File: config.mk
export PLATFORM = sky130hd
export DESIGN_NAME = page_commit_buffer
export DESIGN_NICKNAME = d
export VERILOG_FILES = /design/src/rtl/pcb_pkg.sv /design/src/rtl/pcb_array.sv /design/src/rtl/pcb_page_buf.sv /design/src/rtl/pcb_commit_ctl.sv /design/src/rtl/page_commit_buffer.sv
export SDC_FILE = /design/constraint.sdc
export NUM_CORES = 2
export LEC_CHECK = 0
export BUFFER_PORTS_ARGS = -buffer_cell sky130_fd_sc_hd__buf_2
export CELL_PAD_IN_SITES_DETAIL_PLACEMENT = 0
export CELL_PAD_IN_SITES_GLOBAL_PLACEMENT = 1
export CORE_MARGIN = 1
export CORE_UTILIZATION = 36
export DETAILED_ROUTE_END_ITERATION = 8
export PLACE_DENSITY_LB_ADDON = 0.08
export SLEW_MARGIN = 20
export SYNTH_ARGS = -nofsm -noshare
export SYNTH_HDL_FRONTEND = slang
export SYNTH_HIERARCHICAL = 1
export SYNTH_SLANG_ARGS = --single-unit
File: constraint.sdc
create_clock -name clk -period 17.24 [get_ports clk]
set_clock_uncertainty 0.05 [all_clocks]
set_input_delay 4.31 -clock clk [delete_from_list [all_inputs] [get_ports clk]]
set_output_delay 4.31 -clock clk [all_outputs]
set_load 0.02 [all_outputs]
File: src/rtl/pcb_pkg.sv
package pcb_pkg;
  typedef enum logic {
    CTL_IDLE = 1'b0,
    CTL_BUSY = 1'b1
  } ctl_state_e;
endpackage

File: src/rtl/pcb_array.sv
module pcb_array #(
  parameter int ADDR_W = 8,
  parameter int DATA_W = 8
) (
  input  logic              clk,
  input  logic              we,
  input  logic [ADDR_W-1:0] waddr,
  input  logic [DATA_W-1:0] wdata,
  input  logic [ADDR_W-1:0] raddr,
  output logic [DATA_W-1:0] rdata
);
  localparam int DEPTH = 1 << ADDR_W;

  logic [DATA_W-1:0] cells_q [DEPTH];

  always_ff @(posedge clk) begin
    if (we) cells_q[waddr] <= wdata;
  end

  always_ff @(posedge clk) begin
    rdata <= cells_q[raddr];
  end
endmodule

File: src/rtl/pcb_page_buf.sv
module pcb_page_buf #(
  parameter int ADDR_W = 8,
  parameter int PAGE_W = 4,
  parameter int DATA_W = 8
) (
  input  logic                     clk,
  input  logic                     rst_n,
  input  logic                     hold,
  input  logic                     txn_start,
  input  logic [ADDR_W-1:0]        start_addr,
  input  logic                     byte_valid,
  input  logic [DATA_W-1:0]        byte_data,
  input  logic                     stop_seen,
  input  logic                     abort,
  input  logic [PAGE_W-1:0]        rd_pos,
  output logic [DATA_W-1:0]        rd_byte,
  output logic [(1<<PAGE_W)-1:0]   loaded,
  output logic [ADDR_W-PAGE_W-1:0] page
);
  localparam int PAGE_BYTES = 1 << PAGE_W;
  localparam int TAG_W      = ADDR_W - PAGE_W;

  logic [PAGE_W-1:0]     ptr_q, ptr_d;
  logic [TAG_W-1:0]      page_q, page_d;
  logic [PAGE_BYTES-1:0] loaded_q, loaded_d;
  logic [PAGE_BYTES-1:0] slot_we;
  logic [DATA_W-1:0]     slot_q [PAGE_BYTES];
  logic                  accept;

  assign accept = !hold;

  always_comb begin
    ptr_d    = ptr_q;
    page_d   = page_q;
    loaded_d = loaded_q;
    slot_we  = '0;
    if (accept) begin
      if (txn_start) begin
        ptr_d    = start_addr[PAGE_W-1:0];
        page_d   = start_addr[ADDR_W-1:PAGE_W];
        loaded_d = '0;
      end else if (abort || stop_seen) begin
        loaded_d = '0;
      end else if (byte_valid) begin
        slot_we[ptr_q]  = 1'b1;
        loaded_d[ptr_q] = 1'b1;
        ptr_d           = ptr_q + 1'b1;
      end
    end
  end

  always_ff @(posedge clk or negedge rst_n) begin
    if (!rst_n) begin
      ptr_q    <= '0;
      page_q   <= '0;
      loaded_q <= '0;
    end else begin
      ptr_q    <= ptr_d;
      page_q   <= page_d;
      loaded_q <= loaded_d;
    end
  end

  for (genvar i = 0; i < PAGE_BYTES; i++) begin : g_slot
    always_ff @(posedge clk) begin
      if (slot_we[i]) slot_q[i] <= byte_data;
    end
  end

  assign rd_byte = slot_q[rd_pos];
  assign loaded  = loaded_q;
  assign page    = page_q;


  page_hold_chk: assert property (@(posedge clk) disable iff (!rst_n)
    !(txn_start && accept) |=> $stable(page_q));


  hold_freeze_chk: assert property (@(posedge clk) disable iff (!rst_n)
    hold |=> $stable(loaded_q));
endmodule

File: src/rtl/pcb_commit_ctl.sv
module pcb_commit_ctl
  import pcb_pkg::*;
#(
  parameter int PAGE_W    = 4,
  parameter int WR_CYCLES = 625000
) (
  input  logic                   clk,
  input  logic                   rst_n,
  input  logic                   stop_seen,
  input  logic                   abort,
  input  logic                   supply_low,
  input  logic [(1<<PAGE_W)-1:0] loaded,
  input  logic [(1<<PAGE_W)-1:0] prot_mask,
  output logic                   busy,
  output logic [PAGE_W-1:0]      pos,
  output logic                   we
);
  localparam int PAGE_BYTES = 1 << PAGE_W;
  localparam int CNT_W      = $clog2(WR_CYCLES + 1);

  ctl_state_e            state_q, state_d;
  logic [CNT_W-1:0]      cnt_q, cnt_d;
  logic [PAGE_BYTES-1:0] elig_q, elig_d;
  logic                  launch, in_sweep;

  assign launch = stop_seen && !abort && (|loaded) && !supply_low;

  always_comb begin
    state_d = state_q;
    cnt_d   = cnt_q;
    elig_d  = elig_q;
    case (state_q)
      CTL_IDLE: begin
        if (launch) begin
          state_d = CTL_BUSY;
          cnt_d   = '0;
          elig_d  = loaded & ~prot_mask;
        end
      end
      CTL_BUSY: begin
        if (cnt_q == CNT_W'(WR_CYCLES - 1)) begin
          state_d = CTL_IDLE;
          cnt_d   = '0;
        end else begin
          cnt_d = cnt_q + 1'b1;
        end
      end
      default: state_d = CTL_IDLE;
    endcase
  end

  always_ff @(posedge clk or negedge rst_n) begin
    if (!rst_n) begin
      state_q <= CTL_IDLE;
      cnt_q   <= '0;
      elig_q  <= '0;
    end else begin
      state_q <= state_d;
      cnt_q   <= cnt_d;
      elig_q  <= elig_d;
    end
  end

  assign busy     = (state_q == CTL_BUSY);
  assign in_sweep = (cnt_q < CNT_W'(PAGE_BYTES));
  assign pos      = cnt_q[PAGE_W-1:0];
  assign we       = busy && in_sweep && elig_q[pos] && !supply_low;


  busy_entry_chk: assert property (@(posedge clk) disable iff (!rst_n)
    $rose(busy) |-> $past(stop_seen));


  busy_len_chk: assert property (@(posedge clk) disable iff (!rst_n)
    busy |-> (cnt_q < CNT_W'(WR_CYCLES)));


  abort_chk: assert property (@(posedge clk) disable iff (!rst_n)
    (!busy && abort) |=> !busy);
endmodule

File: src/rtl/page_commit_buffer.sv
module page_commit_buffer #(
  parameter int ADDR_W    = 8,
  parameter int PAGE_W    = 4,
  parameter int DATA_W    = 8,
  parameter int WR_CYCLES = 625000
) (
  input  logic                   clk,
  input  logic                   rst_n,
  input  logic                   txn_start,
  input  logic [ADDR_W-1:0]      start_addr,
  input  logic                   byte_valid,
  input  logic [DATA_W-1:0]      byte_data,
  input  logic                   stop_seen,
  input  logic                   abort,
  input  logic [(1<<PAGE_W)-1:0] prot_mask,
  input  logic                   supply_low,
  input  logic [ADDR_W-1:0]      rd_addr,
  output logic [DATA_W-1:0]      rd_data,
  output logic                   arr_we,
  output logic [ADDR_W-1:0]      arr_addr,
  output logic [DATA_W-1:0]      arr_wdata,
  output logic                   busy
);
  localparam int PAGE_BYTES = 1 << PAGE_W;
  localparam int TAG_W      = ADDR_W - PAGE_W;

  logic [PAGE_BYTES-1:0] loaded;
  logic [TAG_W-1:0]      page;
  logic [PAGE_W-1:0]     pos;
  logic                  we;

  pcb_page_buf #(
    .ADDR_W (ADDR_W),
    .PAGE_W (PAGE_W),
    .DATA_W (DATA_W)
  ) u_buf (
    .clk        (clk),
    .rst_n      (rst_n),
    .hold       (busy),
    .txn_start  (txn_start),
    .start_addr (start_addr),
    .byte_valid (byte_valid),
    .byte_data  (byte_data),
    .stop_seen  (stop_seen),
    .abort      (abort),
    .rd_pos     (pos),
    .rd_byte    (arr_wdata),
    .loaded     (loaded),
    .page       (page)
  );

  pcb_commit_ctl #(
    .PAGE_W    (PAGE_W),
    .WR_CYCLES (WR_CYCLES)
  ) u_ctl (
    .clk        (clk),
    .rst_n      (rst_n),
    .stop_seen  (stop_seen),
    .abort      (abort),
    .supply_low (supply_low),
    .loaded     (loaded),
    .prot_mask  (prot_mask),
    .busy       (busy),
    .pos        (pos),
    .we         (we)
  );

  assign arr_we   = we;
  assign arr_addr = {page, pos};

  pcb_array #(
    .ADDR_W (ADDR_W),
    .DATA_W (DATA_W)
  ) u_arr (
    .clk   (clk),
    .we    (arr_we),
    .waddr (arr_addr),
    .wdata (arr_wdata),
    .raddr (rd_addr),
    .rdata (rd_data)
  );


  commit_in_cycle_chk: assert property (@(posedge clk) disable iff (!rst_n)
    arr_we |-> busy);
endmodule

==> out/metrics.csv <==
stage,metric,value,unit
floorplanning,io_pins,73,
logic_synthesis,synth_flop_cell,edfxtp_1,
pwr,ir_worst_vdd,0.00009179,V
finish,nFillCells,21470,
critical_path,crit_buf_inv,3,
pwr,cellPowerDensity,114.9,mW/mm2
floorplanning,core-area,0.2414,mm2
timing,fmax,102.2,MHz
clocking,cts_buffers,240,
timing,tns,0,ns
logic_synthesis,yosysSeqAreaShare,0.7642,
logic_synthesis,synthesis.nets,4334,
timing,relSlewSlack,0.1830,
critical_path,worstPathCellList,buf_2 > nand4b_1 > a2111oi_2 > buf_4 > buf_2,
critical_path,path_delay_family,buffers and inverters,
detailed_routing,drt-wirelength-per-cell,31.57,um
global_routing,grt_pass1_vias,44140,
logic_synthesis,synth_area_per_cell,20.48,um2
finish,layout-drive-gt1-share,0.2247,
timing,setup_viol,0,
clocking,cts_resized,0,
global_routing,grt_pass1_wl,347800,um
finish,fin_nets,4489,
detailed_routing,vias_per_cell,5.481,
logic_synthesis,synthCells,4282,
placed_design,hpwl,150900,um
logic_synthesis,async_flop_share,0.02717,
clocking,tritoncts,yes,
pwr,leakagePower,30.76,nW
timing,hold_violations,0,
critical_path,required,12.88,ns
timing,min_period,9.785,ns
critical_path,cp.arrival,5.43,ns
global_routing,grt-ovfl-total,0,
outcome,run_status,finished clean,
detailed_routing,firstDrtPassIters,5,
critical_path,path_class,in2out,
clocking,clock_sinks,2245,
global_routing,antenna_found_initial,9,
finish,layout.area.seq,0.06703,mm2
timing,worst_slew_pin_slew,1.216,ns
timing,fin_crit_sh,0.5676,
floorplanning,row_count,180,
detailed_routing,drt_iter0_drc,3762,
floorplanning,initial_utilization,0.3633,
clocking,clk_pin_slew_worst_paths,0.06,ns
critical_path,slowest_delay,0.35,ns
global_routing,grt_max_degree,126,
clocking,clockBufferDepth,3,
logic_synthesis,netlist_area,0.08771,mm2
critical_path,slowest_stage,buf_4,
finish,layout_commonest_cell,edfxtp_1,
logic_synthesis,yosysWarnings,6,
critical_path,critPathMaxFanout,20,
placed_design,place.gp.congestion,0.7655,
logic_synthesis,synth_edf_count,2176,
worst_hold_path,hp-class,reg2reg,
logic_synthesis,ys_seq_elements,2245,
finish,final_cell_mix,"2,176 x edfxtp_1, 472 x mux4_2, 313 x nor2_1",
floorplanning,die_width,495.6,um
detailed_routing,drc,0,
floorplanning,die_y,495.6,um
flow_run,maxCapViolCount,0,
critical_path,start_kind,primary input,
finish,multiInputGateArea,0.01923,mm2
timing,rsz0062_at_grt,false,
clocking,ctsRootBufferMaster,clkbuf_16,
critical_path,critPathCaptureType,primary output,
detailed_routing,vias,42910,
placed_design,io_buffers,72,
pwr,power,11.41,mW
critical_path,cp_common_cell,buf_2,
clocking,h-tree-depth,4,
finish,syn2layout_area_growth,13.23,%
global_routing,track_usage,0.2016,
floorplanning,die_area,0.2456,mm2
clocking,clkLatencyLatePin,0.88,ns
detailed_routing,antenna_left,0,
clocking,hold_buffers,0,
detailed_routing,wirelength,247200,um
logic_synthesis,synth_cell_types,81,
clocking,post_cts_buffers,0,
timing,slew_viol_final,0,
-- sequential cells by signal, indices dropped and copies added, names as in the netlist --
name           count
u_arr/cells_q   2048
u_buf/slot_q     128
u_ctl/cnt_q       20
u_buf/loaded      16
u_ctl/elig_q      16
u_arr/rdata        8
u_buf/page         4
u_buf/ptr_q        4
u_ctl/busy         1
-- per-stage QoR --
step,instances,util,cell area (um2),setup WS (ns),hold slack (ns)
finish,7828,0.4114,99310,7.455,0.4229
global route,7824,0.4113,99300,7.365,0.4486
CTS,7822,0.4111,99240,7.451,0.4310
detailed placement,7379,0.3791,91520,7.456,0.4172
global placement,7379,0.3791,91520,7.424,0.4096
floorplan,4282,-,87710,7.280,0.3916
-- worst reg2reg max path, delay by kind of cell, from the launching register on --
family / cells / cell delay (ns)
AO/OA/AOI/OAI: 2 / 0.46
buffers and inverters: 3 / 1.48
flip-flops: 1 / 0.63
multiplexers: 1 / 0.26
AND/OR/NAND/NOR: 3 / 1.99
-- kinds of logic after synthesis --
kind of cell               synth area share
DFF                                  0.7642
and+or+nand+nor                     0.03419
muxes                                0.1438
buffers and inverters               0.01920
adders and majority gates         0.0007133
AOI/OAI and AO/OA                   0.03786
-- metal layers --
layer | vias to the layer above | wire, um | track usage
met4 | 2 | 5487 | 0.04931
li1 | 18200 | - | -
met3 | 310 | 10790 | 0.02760
met1 | 23390 | 110900 | 0.2858
met2 | 1016 | 120000 | 0.3288
met5 | - | 13 | 0
-- report_power, final --
group	internal, mW	total, mW	switching, mW	leakage (nW)
Combinational	0.155	0.408	0.253	6.65
Sequential	5.90	5.92	0.0139	20.4
Clock	2.93	5.09	2.15	3.75
Total	8.99	11.4	2.42	30.8
-- worst paths after layout --
check	slack, ns	endpoint	start	cells past startpoint
worst max-delay path	7.45	arr_we	supply_low	5
worst min-delay path	0.42	u_ctl/elig_q[3]	u_ctl/elig_q[3]	2
worst max register to register	11.99	u_arr/cells_q[135][3]	u_ctl/cnt_q[1]	9
worst min register to register	0.42	u_ctl/elig_q[3]	u_ctl/elig_q[3]	2
max in group asynchronous	12.87	u_ctl/cnt_q[1]	rst_n	2
min in group asynchronous	3.60	u_ctl/cnt_q[18]	rst_n	2
-- area by class of cell --
class / count / area share
Sequential cell: 2245 / 0.6749
Clock inverter: 133 / 0.01415
Antenna cell: 5 / 0.0001260
Timing Repair Buffer: 176 / 0.01283
Inverter: 14 / 0.0005291
Tap cell: 3185 / 0.04013
Multi-Input combinational cell: 1760 / 0.1937
Clock buffer: 310 / 0.06363
-- cells in the mapped netlist (all sizes together), types with 3 or more instances --
master         number  area (um2)
edfxtp           2176       65340
mux4              492       11160
nor2              321        1205
a22oi             149        1119
mux2i             140        1401
buf               138        1144
a21oi             126       634.4
clkbuf            122       457.9
nand2              78       292.8
dfrtp              61        1526
nand3              52       272.8
o221ai             47       417.9
nor4               35       252.8
nor2b              34       212.7
o21ai              34       170.2
nor3               32       160.2
o22ai              31       193.9
nand2b             24       150.1
a211oi             18       135.1
nand4              17       112.6
a221oi             14       128.9
o211ai             13       97.59
inv                12       45.04
a22o               10       87.58
dfxtp               8       160.2
and2                7       43.79
a2111oi             6       61.31
or2                 6       37.54
a21o                5       37.54
ha                  5       62.56
mux2                5       56.30
nand3b              5       37.54
o22a                5       43.79
o32ai               5       51.30
and3                4       25.02
nor4b               4       41.29
or3                 4       26.28
clkdlybuf4s25       3       30.03
o21bai              3       22.52
Power figures use the tool's default switching activity.
